$ cat config.mk
export PLATFORM = sky130hd
export DESIGN_NAME = irq_pin_driver
export DESIGN_NICKNAME = d
export VERILOG_FILES = /design/src/rtl/irq_pin_pkg.sv /design/src/rtl/irq_edge_det.sv /design/src/rtl/irq_mode_hold.sv /design/src/rtl/irq_pulse_timer.sv /design/src/rtl/irq_pin_driver.sv
export SDC_FILE = /design/constraint.sdc
export NUM_CORES = 1
export LEC_CHECK = 0
export ABC_AREA = 1
export BUFFER_PORTS_ARGS = -buffer_cell sky130_fd_sc_hd__buf_2
export CORE_MARGIN = 2
export CORE_UTILIZATION = 23
export DETAILED_ROUTE_END_ITERATION = 8
export GPL_TIMING_DRIVEN = 1
export PLACE_DENSITY = 0.48
export SYNTH_ARGS = -nofsm -noshare
export SYNTH_HDL_FRONTEND = slang
export SYNTH_SLANG_ARGS = --single-unit
$ cat constraint.sdc
create_clock -name clk -period 4 [get_ports clk]
set_clock_uncertainty 0.1 [all_clocks]
set_input_delay 0.6 -clock clk [delete_from_list [all_inputs] [get_ports clk]]
set_output_delay 0.6 -clock clk [all_outputs]
set_load 0.02 [all_outputs]
$ cat src/rtl/irq_pin_pkg.sv
package irq_pin_pkg;

  typedef enum logic [1:0] {
    IRQ_LVL_LOW  = 2'b00,
    IRQ_LVL_HIGH = 2'b01,
    IRQ_PLS_FALL = 2'b10,
    IRQ_PLS_RISE = 2'b11
  } irq_mode_e;

  // Pulse signalling is selected by the upper mode bit.
  function automatic logic is_pulse(irq_mode_e m);
    return m[1];
  endfunction

  // Level the pin holds during an active pulse.
  function automatic logic pulse_level(irq_mode_e m);
    return m[0];
  endfunction

  // Level the pin rests at between pulses.
  function automatic logic pulse_idle(irq_mode_e m);
    return ~m[0];
  endfunction

  // Pin level for a level mode, given the pending flag.
  function automatic logic level_pin(irq_mode_e m, logic pend);
    return m[0] ? pend : ~pend;
  endfunction

endpackage

$ cat src/rtl/irq_edge_det.sv
module irq_edge_det (
  input  logic clk,
  input  logic rst_n,
  input  logic pend_i,
  output logic rise_o
);

  logic pend_q;

  always_ff @(posedge clk or negedge rst_n) begin
    if (!rst_n) pend_q <= 1'b0;
    else        pend_q <= pend_i;
  end

  assign rise_o = pend_i & ~pend_q;

endmodule

$ cat src/rtl/irq_mode_hold.sv
module irq_mode_hold
  import irq_pin_pkg::*;
(
  input  logic      clk,
  input  logic      rst_n,
  input  irq_mode_e mode_i,
  input  logic      hold_i,
  output irq_mode_e eff_mode_o,
  output irq_mode_e mode_q_o
);

  irq_mode_e mode_q;

  assign eff_mode_o = hold_i ? mode_q : mode_i;
  assign mode_q_o   = mode_q;

  always_ff @(posedge clk or negedge rst_n) begin
    if (!rst_n) mode_q <= IRQ_LVL_LOW;
    else        mode_q <= eff_mode_o;
  end


  mode_hold_chk: assert property (@(posedge clk) disable iff (!rst_n)
    hold_i |=> mode_q == $past(mode_q));

endmodule

$ cat src/rtl/irq_pulse_timer.sv
module irq_pulse_timer #(
  parameter int PLEN_W = 4
) (
  input  logic              clk,
  input  logic              rst_n,
  input  logic              start_i,
  input  logic [PLEN_W-1:0] plen_i,
  output logic              busy_o,
  output logic              hold_o
);

  logic [PLEN_W-1:0] cnt_q;
  logic              puls_q;

  // Clocks remaining after the first one; a zero length counts as one.
  function automatic logic [PLEN_W-1:0] first_cnt(logic [PLEN_W-1:0] p);
    return (p == '0) ? '0 : p - 1'b1;
  endfunction

  always_ff @(posedge clk or negedge rst_n) begin
    if (!rst_n) begin
      cnt_q  <= '0;
      puls_q <= 1'b0;
    end else if (start_i) begin
      cnt_q  <= first_cnt(plen_i);
      puls_q <= 1'b1;
    end else if (cnt_q != '0) begin
      cnt_q  <= cnt_q - 1'b1;
    end else begin
      puls_q <= 1'b0;
    end
  end

  assign busy_o = puls_q;
  assign hold_o = puls_q & (cnt_q != '0);


  cnt_dec_chk: assert property (@(posedge clk) disable iff (!rst_n)
    (puls_q && cnt_q != '0 && !start_i) |=> (cnt_q == $past(cnt_q) - 1'b1) && puls_q);


  pulse_end_chk: assert property (@(posedge clk) disable iff (!rst_n)
    (puls_q && cnt_q == '0 && !start_i) |=> !puls_q);

endmodule

$ cat src/rtl/irq_pin_driver.sv
module irq_pin_driver
  import irq_pin_pkg::*;
#(
  parameter int PLEN_W = 4
) (
  input  logic              clk,
  input  logic              rst_n,
  input  logic              pend_i,
  input  logic [1:0]        mode_i,
  input  logic [PLEN_W-1:0] plen_i,
  output logic              irq_pin_o
);

  logic      rise;
  logic      busy;
  logic      hold;
  logic      start;
  logic      pin_d;
  logic      pin_q;
  irq_mode_e eff_mode;
  irq_mode_e mode_q;

  irq_edge_det u_edge (
    .clk    (clk),
    .rst_n  (rst_n),
    .pend_i (pend_i),
    .rise_o (rise)
  );

  irq_mode_hold u_mode (
    .clk        (clk),
    .rst_n      (rst_n),
    .mode_i     (irq_mode_e'(mode_i)),
    .hold_i     (hold),
    .eff_mode_o (eff_mode),
    .mode_q_o   (mode_q)
  );

  assign start = rise & is_pulse(eff_mode) & ~busy;

  irq_pulse_timer #(.PLEN_W(PLEN_W)) u_timer (
    .clk     (clk),
    .rst_n   (rst_n),
    .start_i (start),
    .plen_i  (plen_i),
    .busy_o  (busy),
    .hold_o  (hold)
  );

  always_comb begin
    if (hold || start)           pin_d = pulse_level(eff_mode);
    else if (is_pulse(eff_mode)) pin_d = pulse_idle(eff_mode);
    else                         pin_d = level_pin(eff_mode, pend_i);
  end

  always_ff @(posedge clk or negedge rst_n) begin
    if (!rst_n) pin_q <= 1'b1;
    else        pin_q <= pin_d;
  end

  assign irq_pin_o = pin_q;


  level_high_chk: assert property (@(posedge clk) disable iff (!rst_n)
    (mode_i == 2'b01 && !hold) |=> irq_pin_o == $past(pend_i));


  level_low_chk: assert property (@(posedge clk) disable iff (!rst_n)
    (mode_i == 2'b00 && !hold) |=> irq_pin_o == !$past(pend_i));


  pulse_level_chk: assert property (@(posedge clk) disable iff (!rst_n)
    busy |-> irq_pin_o == pulse_level(mode_q));


  pulse_src_chk: assert property (@(posedge clk) disable iff (!rst_n)
    $rose(busy) |-> $past(rise) && $past(!busy));

endmodule

==> results of run 1 <==
## cell usage after synthesis, drive strengths merged
cell type / number / area [um^2]
inv: 8 / 30.0
xnor2: 1 / 8.76
dfstp: 1 / 26.3
buf: 1 / 11.3
ha: 1 / 12.5
o21a: 1 / 7.51
a31oi: 1 / 6.26
dfrtp: 8 / 200
nor2: 4 / 17.5
nor3b: 1 / 7.51
a21oi: 2 / 10.0
xor2: 2 / 17.5
o21ai: 7 / 46.3
nand3: 6 / 30.0
nand4: 1 / 6.26
nand2: 14 / 70.1
## registers in the layout (all words and copies together), names as in the netlist
register,count
u_timer.cnt_q,4
u_mode.mode_q_o,2
irq_pin_o,1
u_edge.pend_q,1
u_timer.busy_o,1
## final timing paths
kind                                                    from                           end  cells after the start
worst max-delay path            u_timer.cnt_q[0]$_DFFE_PN0P_  u_timer.cnt_q[1]$_DFFE_PN0P_                     10
worst min-delay path                                   rst_n  u_timer.cnt_q[2]$_DFFE_PN0P_                      1
worst max register to register  u_timer.cnt_q[0]$_DFFE_PN0P_  u_timer.cnt_q[1]$_DFFE_PN0P_                     10
worst min register to register  u_timer.cnt_q[1]$_DFFE_PN0P_  u_timer.cnt_q[1]$_DFFE_PN0P_                      2
max in group asynchronous                              rst_n           irq_pin_o$_DFF_PN1_                      1
min in group clk                                      pend_i       u_edge.pend_q$_DFF_PN0_                      1
## kinds of logic (layout without fill, tap and decap cells)
group                    after synthesis  count (layout)  share of synthesized area
buffers and inverters                  9              21                     0.0813
adder cells (fa/ha/maj)                1               1                     0.0246
AND/OR/NAND/NOR                       26              26                      0.259
AO/OA/AOI/OAI                         11              11                      0.138
flip-flops                             9               9                      0.446
XOR/XNOR                               3               3                     0.0517
## worst max-delay path: stages (launching register included)
cell and delay, ns:
dfrtp_1 0.34, inv_1 0.07, ha_1 0.24, nand2_2 0.16, nand2_4 0.08, nand2_2 0.08
nand2_2 0.05, nand2_2 0.19, o21ai_0 0.15, o21ai_2 0.07, nand2_1 0.05
## through the flow
| step | worst slack, ns | total power [mW] | util | hold slack [ns] | instances |
|---|---|---|---|---|---|
| floorplan | 2.49 | 0.349 | - | 0.204 | 59 |
| global placement | 2.32 | 0.389 | 0.268 | 0.364 | 95 |
| detailed placement | 2.29 | 0.391 | 0.268 | 0.364 | 95 |
| CTS | 2.28 | 0.462 | 0.281 | 0.0905 | 99 |
| global route | 2.15 | 0.500 | 0.281 | 0.0938 | 99 |
| finish | 2.30 | 0.455 | 0.281 | 0.0879 | 99 |
## final cells by class
type                       instances  share of cell area
multi-input combinational         41               0.398
sequential                         9               0.376
timing repair buffer               9              0.0747
tap                               28              0.0581
inverter                           8              0.0498
clock buffer                       4              0.0436
## metal layers
layer  track usage  share of wire  up-vias
met3        0.0292          0.050        2
li1              -              -      216
met5             0              0        -
met2         0.121           0.43        8
met4        0.0405          0.013        0
met1         0.111           0.51      164
## power by group through the flow
stage          Combinational, mW  Clock, mW  Sequential (mW)
2_1_floorplan              0.178          0            0.171
3_3_place_gp               0.220          0            0.169
3_5_place_dp               0.222          0            0.169
4_1_cts                    0.225     0.0698            0.167
5_1_grt                    0.253     0.0756            0.172
6_report                   0.221     0.0679            0.167
==> metrics.cfg, run 1 <==
[setup_path]
critPathKind=reg2reg
crit_path_start_kind=flop
crit_required_ns=4.04
cp_data_arrival_time_ns=1.74
crit_path_end_kind=flop
critPathMaxFanout=12
r2r_slack_ns=2.30

[cts]
cts_tree=yes
worst_skew_pair.late_latency_ns=0.25
cts_max_path_buffers=2
hold_buffers=0
post_cts_buffers=0
ctsResizeCount=0
cts-htree-levels=1
cts_root_buf=clkbuf_4
numClockSinks=9
cts_buffers=3
path_clk_slew_ns=0.06

[global_routing]
grt_pass1_vias=388
gr-total-overflow=0
grt_pass1_wl_um=1610
antenna_found_initial=0
gr-usage-all-layers=0.0841
grt_max_degree=13

[floorplanning]
die_y_um=51.0
initial_utilization=0.236
die_width_um=51.0
rows=17
ioPinCount=10
core_mm2=0.00215
die_area_mm2=0.00260

[power]
p_int_uw=272
irDropWorstVdd_v=0.000150
switching_share=0.403
power_switching_uw=184
seqPwrFrac=0.366
clockPowerShare=0.149
p_per_area_mw_per_mm2=755
leakage_nw=0.305
combPwrFrac=0.485

[sta]
timing.final.crit_period_ns=1.70
max_freq_mhz=589
tightestPinTransition_ns=0.252
rsz0062_at_grt=false
setup_viol=0
maxSlewViolCount=0
setup_tns_ns=0
finalCritPeriodShare=0.425
hold_violations=0
slew_headroom=0.831

[yosys]
syn_avg_cell_area_um2=8.61
synth_seq_cells=9
syn_inst=59
synth_fp_nets=69
syn-cell-area_um2=508
ys_warn_count=0
ys_types=21
ys_seq_area_frac=0.446

[layout]
fillCellCount=242
num_antenna_cells=0
multi_input_area_um2=240
most-common-layout-cells=nand2_1, buf_2, inv_1, dfrtp_1, nand3_1
drive_gt1_frac=0.310
fin_area_um2=603
nNetsFinal=82
area_growth_syn_to_layout_pct=18.7
seqCellArea_um2=226

[min_path]
min_path_type=in2async

[flow_run]
drv_cap=0

[route]
via_per_inst=3.94
dr.first_iter.drc_count=4
firstDrtPassIters=2
drt-wirelength-per-cell_um=9.11
drc=0
drt-total-wl_um=902
vias=390
ant_nets=0

[placement]
routabilityCongestion=0.716
dpl-instance-area_um2=577
io_buffers=9
dpl.hpwl_um=740

[outcome]
status=finished clean

Note: power is estimated with default switching activity, not from simulation.
==> inputs of run 2 (changes only) <==
- clock period: 4 -> 1.6 ns (I/O delays scaled with it)
==> run 2 against run 1 <==
Net effect:
- non-clock buffer count rose by 9
- largest power group unchanged
- via count rose by 16%
- clock-buffer cell count fell by 1
- largest cell class unchanged
- final area rose by 16%
- critical path type unchanged
- sequential cell count did not move
- fmax rose by 13%
==> metrics.cfg, run 2 (synthesized netlist as in run 1, its figures left out) <==
[route]
drt-total-wl_um=999  ; was 902 um
via_per_inst=4.16  ; was 3.94
vias=453  ; was 390
firstDrtPassIters=4  ; was 2
drc=0  ; unchanged
ant_nets=0  ; unchanged
drt-wirelength-per-cell_um=9.17  ; was 9.11 um
dr.first_iter.drc_count=7  ; was 4

[setup_path]
crit_path_end_kind=flop  ; unchanged
cp_data_arrival_time_ns=1.61  ; was 1.74 ns
r2r_slack_ns=0.10  ; was 2.30 ns
critPathMaxFanout=4  ; was 12
crit_required_ns=1.71  ; was 4.04 ns
timing.rr.start=u_timer.cnt_q[0]$_DFFE_PN0P_  ; unchanged
critPathKind=reg2reg  ; unchanged
reg2regPathDepth=11  ; was 10
crit_path_start_kind=flop  ; unchanged
r2r-end=irq_pin_o$_DFF_PN1_  ; was u_timer.cnt_q[1]$_DFFE_PN0P_

[layout]
num_antenna_cells=0  ; unchanged
multi_input_area_um2=264  ; was 240 um^2
area_growth_syn_to_layout_pct=37.9  ; was 18.7%
drive_gt1_frac=0.407  ; was 0.310
seqCellArea_um2=226  ; unchanged
fin_util=0.326  ; was 0.281
nNetsFinal=92  ; was 82
regMostFlops=u_timer.cnt_q  ; unchanged
most-common-layout-cells=nand2_1, buf_2, inv_1, dfrtp_1, buf_4  ; was nand2_1, buf_2, inv_1, dfrtp_1, nand3_1
largest_reg_flops=4  ; unchanged
fillCellCount=229  ; was 242
fin_area_um2=701  ; was 603 um^2

[global_routing]
grt.busiest_layer=met1  ; was met2
gr-usage-all-layers=0.0846  ; was 0.0841
antenna_found_initial=0  ; unchanged
grt_pass1_vias=361  ; was 388
gr-total-overflow=0  ; unchanged
grt_max_degree=13  ; unchanged
grt_pass1_wl_um=1570  ; was 1610 um
use_met1=0.120  ; was 0.111
use_met2=0.108  ; was 0.121
grt_util_met3=0.0175  ; was 0.0292

[cts]
worst_skew_pair.late_latency_ns=0.27  ; was 0.25 ns
numClockSinks=9  ; unchanged
path_clk_slew_ns=0.07  ; was 0.06 ns
cts_max_path_buffers=2  ; unchanged
cts_root_buf=clkbuf_4  ; unchanged
cts-htree-levels=1  ; unchanged
cts_buffers=3  ; unchanged
cts_tree=yes  ; unchanged

[sta]
slew_headroom=0.741  ; was 0.831
finalCritPeriodShare=0.937  ; was 0.425
hold_violations=0  ; unchanged
setup_viol=0  ; unchanged
tightestPinTransition_ns=0.387  ; was 0.252 ns
max_freq_mhz=667  ; was 589 MHz
whs_ns=0.129  ; was 0.0879 ns
timing.final.crit_period_ns=1.50  ; was 1.70 ns
maxSlewViolCount=0  ; unchanged

[placement]
routabilityCongestion=0.739  ; was 0.716
dpl-instance-area_um2=614  ; was 577 um^2
io_buffers=9  ; unchanged
dpl.hpwl_um=709  ; was 740 um

[min_path]
min_path_type=in2reg  ; was in2async
hold_depth=3
hp-start=mode_i[0]
hold_path_end=u_mode.mode_q_o[0]$_DFF_PN0_

[floorplanning]
die_y_um=51.0  ; unchanged
ioPinCount=10  ; unchanged
core_mm2=0.00215  ; unchanged
die_width_um=51.0  ; unchanged
rows=17  ; unchanged
die_area_mm2=0.00260  ; unchanged
initial_utilization=0.236  ; unchanged

[outcome]
status=finished clean  ; unchanged

[flow_run]
drv_cap=0  ; unchanged

[power]
irDropWorstVdd_v=0.000461  ; was 0.000150 V
p_per_area_mw_per_mm2=1860  ; was 755 mW/mm^2
leakage_nw=0.367  ; was 0.305 nW
fin_total_pwr_mw=1.30  ; was 455 uW

run 2: cell count changes in the layout (fill, tap and decap cells not counted), sizes merged:
cell and change:
buf +7, dlygate4sd3 +2, clkinv +1, nand2 +1, clkbuf -1
run 2: metrics by stage:
| step | instances | setup slack (ns) | TNS, ns |
|---|---|---|---|
| after CTS | 106 | 0.0462 | 0 |
| after global routing | 109 | -0.00430 | -0.00430 |
| after detailed placement | 100 | -0.0134 | -0.0134 |
| final | 109 | 0.100 | 0 |
| after global placement | 100 | -0.00413 | -0.00413 |
| after floorplan | 59 | 0.0912 | 0 |
run 2: report_power, final:
group	internal [mW]	switching (mW)	leakage, nW	total, mW
Clock	0.0925	0.0868	0.0177	0.179
Combinational	0.343	0.361	0.244	0.704
Sequential	0.348	0.0701	0.106	0.419
Total	0.784	0.518	0.367	1.30
run 2: how the worst max path moves through the flow:
stage	to	depth (start not counted)	startpoint	slack (ns)
3_3_place_gp	u_timer.cnt_q[1]$_DFFE_PN0P_	10	u_timer.cnt_q[0]$_DFFE_PN0P_	-0.004
2_1_floorplan	u_timer.cnt_q[3]$_DFFE_PN0P_	9	u_timer.cnt_q[0]$_DFFE_PN0P_	0.09
4_1_cts	u_timer.cnt_q[1]$_DFFE_PN0P_	9	u_timer.cnt_q[0]$_DFFE_PN0P_	0.05
3_5_place_dp	u_timer.cnt_q[1]$_DFFE_PN0P_	10	u_timer.cnt_q[0]$_DFFE_PN0P_	-0.01
5_1_grt	irq_pin_o$_DFF_PN1_	11	u_timer.cnt_q[1]$_DFFE_PN0P_	-0.004
6_report	irq_pin_o$_DFF_PN1_	11	u_timer.cnt_q[0]$_DFFE_PN0P_	0.10
run 2: critical path, cell delays in order, from the launching register on:
cell,delay [ns]
dfrtp_1,0.38
inv_1,0.08
ha_2,0.19
nand2_2,0.09
buf_4,0.14
buf_4,0.12
nand3_1,0.05
nand2_1,0.09
inv_1,0.06
nand2_1,0.05
nand2_1,0.05
inv_1,0.04
run 2: area by class of cell:
| type | count | area share |
|---|---|---|
| multi-input cells | 42 | 0.377 |
| flip-flops and latches | 9 | 0.323 |
| repair buffers | 18 | 0.168 |
| well taps | 28 | 0.0500 |
| inverters | 8 | 0.0429 |
| clock buffers | 3 | 0.0321 |
| clock inverters | 1 | 0.00714 |
run 2: what timing repair did:
action | in CTS | in global routing
gates cloned | 0 | 1
pin swaps | 0 | 2
hold buffers | 2 | 0
endpoints found under the hold margin | 10 | 0
resized for setup | 1 | 4
setup endpoints to repair | 1 | 5
setup buffers | 0 | 2
run 2: layer usage:
metal / share of wire / routed length (um)
met2: 0.48 / 478
met1: 0.49 / 492
met3: 0.028 / 28
met4: 0 / 0
met5: 0 / 0
==> inputs of run 3 (changes only) <==
- SETUP_SLACK_MARGIN: unset -> 0.4
- SYNTH_HIERARCHICAL: unset -> 1
==> run 3 against run 2 <==
Net effect:
- the flow now finishes with violations (setup timing)
- core utilization increased by 6.0 points
- sequential cell count unchanged
- combinational power increased by 38%
- sequential share of layout area decreased by 5.6 points
- global-route usage increased by 1.7 points
- wire length increased by 23%
- power increased by 19%
- register-to-register slack got worse by 0.37 ns
- synthesized cell count increased by 27%
- fmax decreased by 20%
- area after synthesis increased by 4.7%
- die area increased by 4.3%
- highest routed layer is now met4
==> metrics.cfg, run 3 <==
[outcome]
status=finished, violations left  ; was finished clean
failed_checks=setup timing

[yosys]
yosysMostFrequentCell=nand2_1  ; unchanged
synth_top_cell_by_area=dfrtp_1  ; unchanged
synth_top_area_share=0.376  ; was 0.394
synth_commonest_cells=nand2_1, inv_1, dfrtp_1, nand3_1, nor2_1  ; was nand2_1, dfrtp_1, inv_1, nand3_1, nand2_2
synthTopCellsByArea=dfrtp_1, nand2_1, inv_1, nand3_1, dfstp_2  ; was dfrtp_1, nand2_1, nand3_1, inv_1, dfstp_2
async_flop_share=1.00  ; unchanged
synth_fp_nets=85  ; was 69
syn-cell-area_um2=532  ; was 508 um^2
synth_seq_cells=9  ; unchanged
synth_edf_count=0  ; unchanged
syn_avg_cell_area_um2=7.09  ; was 8.61 um^2
synth_flop_cell=dfrtp_1  ; unchanged
ys_types=16  ; was 21
ys_warn_count=6  ; was 0
ys_seq_area_frac=0.426  ; was 0.446
syn_inst=75  ; was 59

[layout]
fin_util=0.387  ; was 0.326
drive_gt1_frac=0.514  ; was 0.407
final_common_cell=nand2_1
nNetsFinal=116  ; was 92
area_growth_syn_to_layout_pct=59.3  ; was 37.9%
most-common-layout-cells=nand2_1, buf_4, inv_1  ; was nand2_1, buf_2, inv_1, dfrtp_1, buf_4
regMostFlops=u_timer/cnt_q  ; was u_timer.cnt_q
largest_reg_flops=4  ; unchanged
num_antenna_cells=0  ; unchanged

[cts]
path_clk_slew_ns=0.06  ; was 0.07 ns
cts_max_path_buffers=2  ; unchanged
cts_tree=yes  ; unchanged
cts_root_buf=clkbuf_4  ; unchanged
cts_buffers=3  ; unchanged
worst_skew_pair.late_latency_ns=0.25  ; was 0.27 ns
numClockSinks=9  ; unchanged
cts-htree-levels=1  ; unchanged

[route]
dr.first_iter.drc_count=8  ; was 7
vias=547  ; was 453
drt-total-wl_um=1230  ; was 999 um
wl_met1_um=567  ; was 492 um
wl_met3_um=48  ; was 28 um
wl_met2_um=608  ; was 478 um
drc=0  ; unchanged
via_per_inst=4.11  ; was 4.16
drt-wirelength-per-cell_um=9.27  ; was 9.17 um
ant_nets=0  ; unchanged
firstDrtPassIters=4  ; unchanged
top_layer_used=met4  ; was met3

[global_routing]
grt_max_degree=10  ; was 13
gr-total-overflow=0  ; unchanged
grt_pass1_wl_um=1960  ; was 1570 um
gr-usage-all-layers=0.101  ; was 0.0846
grt_pass1_vias=499  ; was 361
antenna_found_initial=0  ; unchanged

[sta]
finalCritPeriodShare=1.17  ; was 0.937
rsz0062_at_grt=true
whs_ns=0.0404  ; was 0.129 ns
timing.final.crit_period_ns=1.87  ; was 1.50 ns
tightestPinTransition_ns=0.228  ; was 0.387 ns
slew_headroom=0.846  ; was 0.741
maxSlewViolCount=0  ; unchanged
fin_ws_ns=-0.269  ; was 0.100 ns
setup_viol=6  ; was 0
hold_violations=0  ; unchanged
max_freq_mhz=535  ; was 667 MHz

[setup_path]
critPathKind=reg2reg  ; unchanged
crit_path_end_kind=flop  ; unchanged
slowest_delay_ns=0.39  ; was 0.38 ns
critPathMaxFanout=8  ; was 4
crit_required_ns=1.64  ; was 1.71 ns
crit_path_start_kind=flop  ; unchanged
cp_data_arrival_time_ns=1.91  ; was 1.61 ns
crit_chain=inv_2 -> ha_4 -> inv_4 -> nor3_4 -> nor2_2 -> inv_1 -> nand2_2 -> nand2_2 -> nand3_2 -> inv_2 -> inv_6 -> a21oi_2 -> nand2_1 -> nand3_1 -> o21ai_1  ; was inv_1 -> ha_2 -> nand2_2 -> buf_4 -> buf_4 -> nand3_1 -> nand2_1 -> inv_1 -> nand2_1 -> nand2_1 -> inv_1
slowest_stage=dfrtp_1  ; unchanged

[power]
irDropWorstVdd_v=0.000703  ; was 0.000461 V
p_per_area_mw_per_mm2=1840  ; was 1860 mW/mm^2
leakage_nw=0.436  ; was 0.367 nW

[placement]
io_buffers=9  ; unchanged
place_ws_ns=-0.264  ; was -0.0134 ns
routabilityCongestion=0.693  ; was 0.739
dpl.hpwl_um=862  ; was 709 um

[floorplanning]
ioPinCount=10  ; unchanged
die_y_um=52.1  ; was 51.0 um
die_area_mm2=0.00271  ; was 0.00260 mm^2
initial_utilization=0.243  ; was 0.236
die_width_um=52.1  ; was 51.0 um
core_mm2=0.00219  ; was 0.00215 mm^2
rows=17  ; unchanged

[min_path]
min_path_type=in2reg  ; unchanged

[flow_run]
drv_cap=0  ; unchanged

## run 3: changes by cell type after synthesis, moves of 2 or more
cell     delta
inv_1       +7
a21oi_1     +2
nor2_1      +3
o21ai_2     -3
nand2_1    +10
xor2_1      -2
o21ai_1     +2
## run 3: worst paths after layout
path	startpoint	to	slack [ns]	depth (start not counted)
worst max-delay path	u_timer/cnt_q[1]$_DFFE_PN0P_	u_timer/cnt_q[1]$_DFFE_PN0P_	-0.27	15
worst min-delay path	pend_i	u_edge/pend_q$_DFF_PN0_	0.04	1
worst max register to register	u_timer/cnt_q[1]$_DFFE_PN0P_	u_timer/cnt_q[1]$_DFFE_PN0P_	-0.27	15
worst min register to register	u_mode/mode_q_o[0]$_DFF_PN0_	u_mode/mode_q_o[0]$_DFF_PN0_	0.40	2
max in group asynchronous	rst_n	irq_pin_o$_DFF_PN1_	0.89	2
min in group asynchronous	rst_n	u_edge/pend_q$_DFF_PN0_	0.27	2
## run 3: worst max-delay path: cells and delay by family, from the launching register on
family	cells	cell delay, ns
and+or+nand+nor	7	0.60
adders and majority gates	1	0.14
buffers and inverters	5	0.37
AOI/OAI and AO/OA	2	0.15
DFF	1	0.39
## run 3: where the power goes
group | switching, mW | internal, mW
clock network | 0.0719 | 0.0956
registers | 0.0681 | 0.346
logic | 0.462 | 0.512
## run 3: stage by stage
| step | instance area, um^2 | power (mW) | std cells | setup TNS [ns] |
|---|---|---|---|---|
| after floorplan | 561 | 0.868 | 75 | -0.674 |
| after global placement | 708 | 1.12 | 121 | -1.02 |
| after detailed placement | 708 | 1.13 | 121 | -0.968 |
| after CTS | 790 | 1.42 | 128 | -0.690 |
| after global routing | 847 | 1.70 | 133 | -1.96 |
| final | 847 | 1.56 | 133 | -1.13 |
## run 3: per-layer routing
layer / vias to the layer above / global-route usage
li1: 290 / -
met1: 245 / 0.118
met2: 10 / 0.162
met3: 2 / 0.0259
met4: 0 / 0.0658
met5: - / 0
## run 3: final cells by class
cell class | instances | area [um^2]
multi-input cells | 49 | 294
well taps | 28 | 35.0
inverters | 17 | 76.3
repair buffers | 26 | 189
flip-flops and latches | 9 | 226
fillers | 228 | 1340
clock buffers | 4 | 26.3
## run 3: kinds of logic after synthesis
family          synth area share
flops                      0.426
buf+inv                    0.122
fa+ha+maj                 0.0235
simple gates               0.334
compound gates            0.0941
## run 3: repair_timing
item,4_1_cts,5_1_grt
hold endpoints to repair,9,0
pin swaps,5,8
setup buffers,2,5
setup endpoints to repair,9,9
hold buffers,1,0
resized for setup,8,9
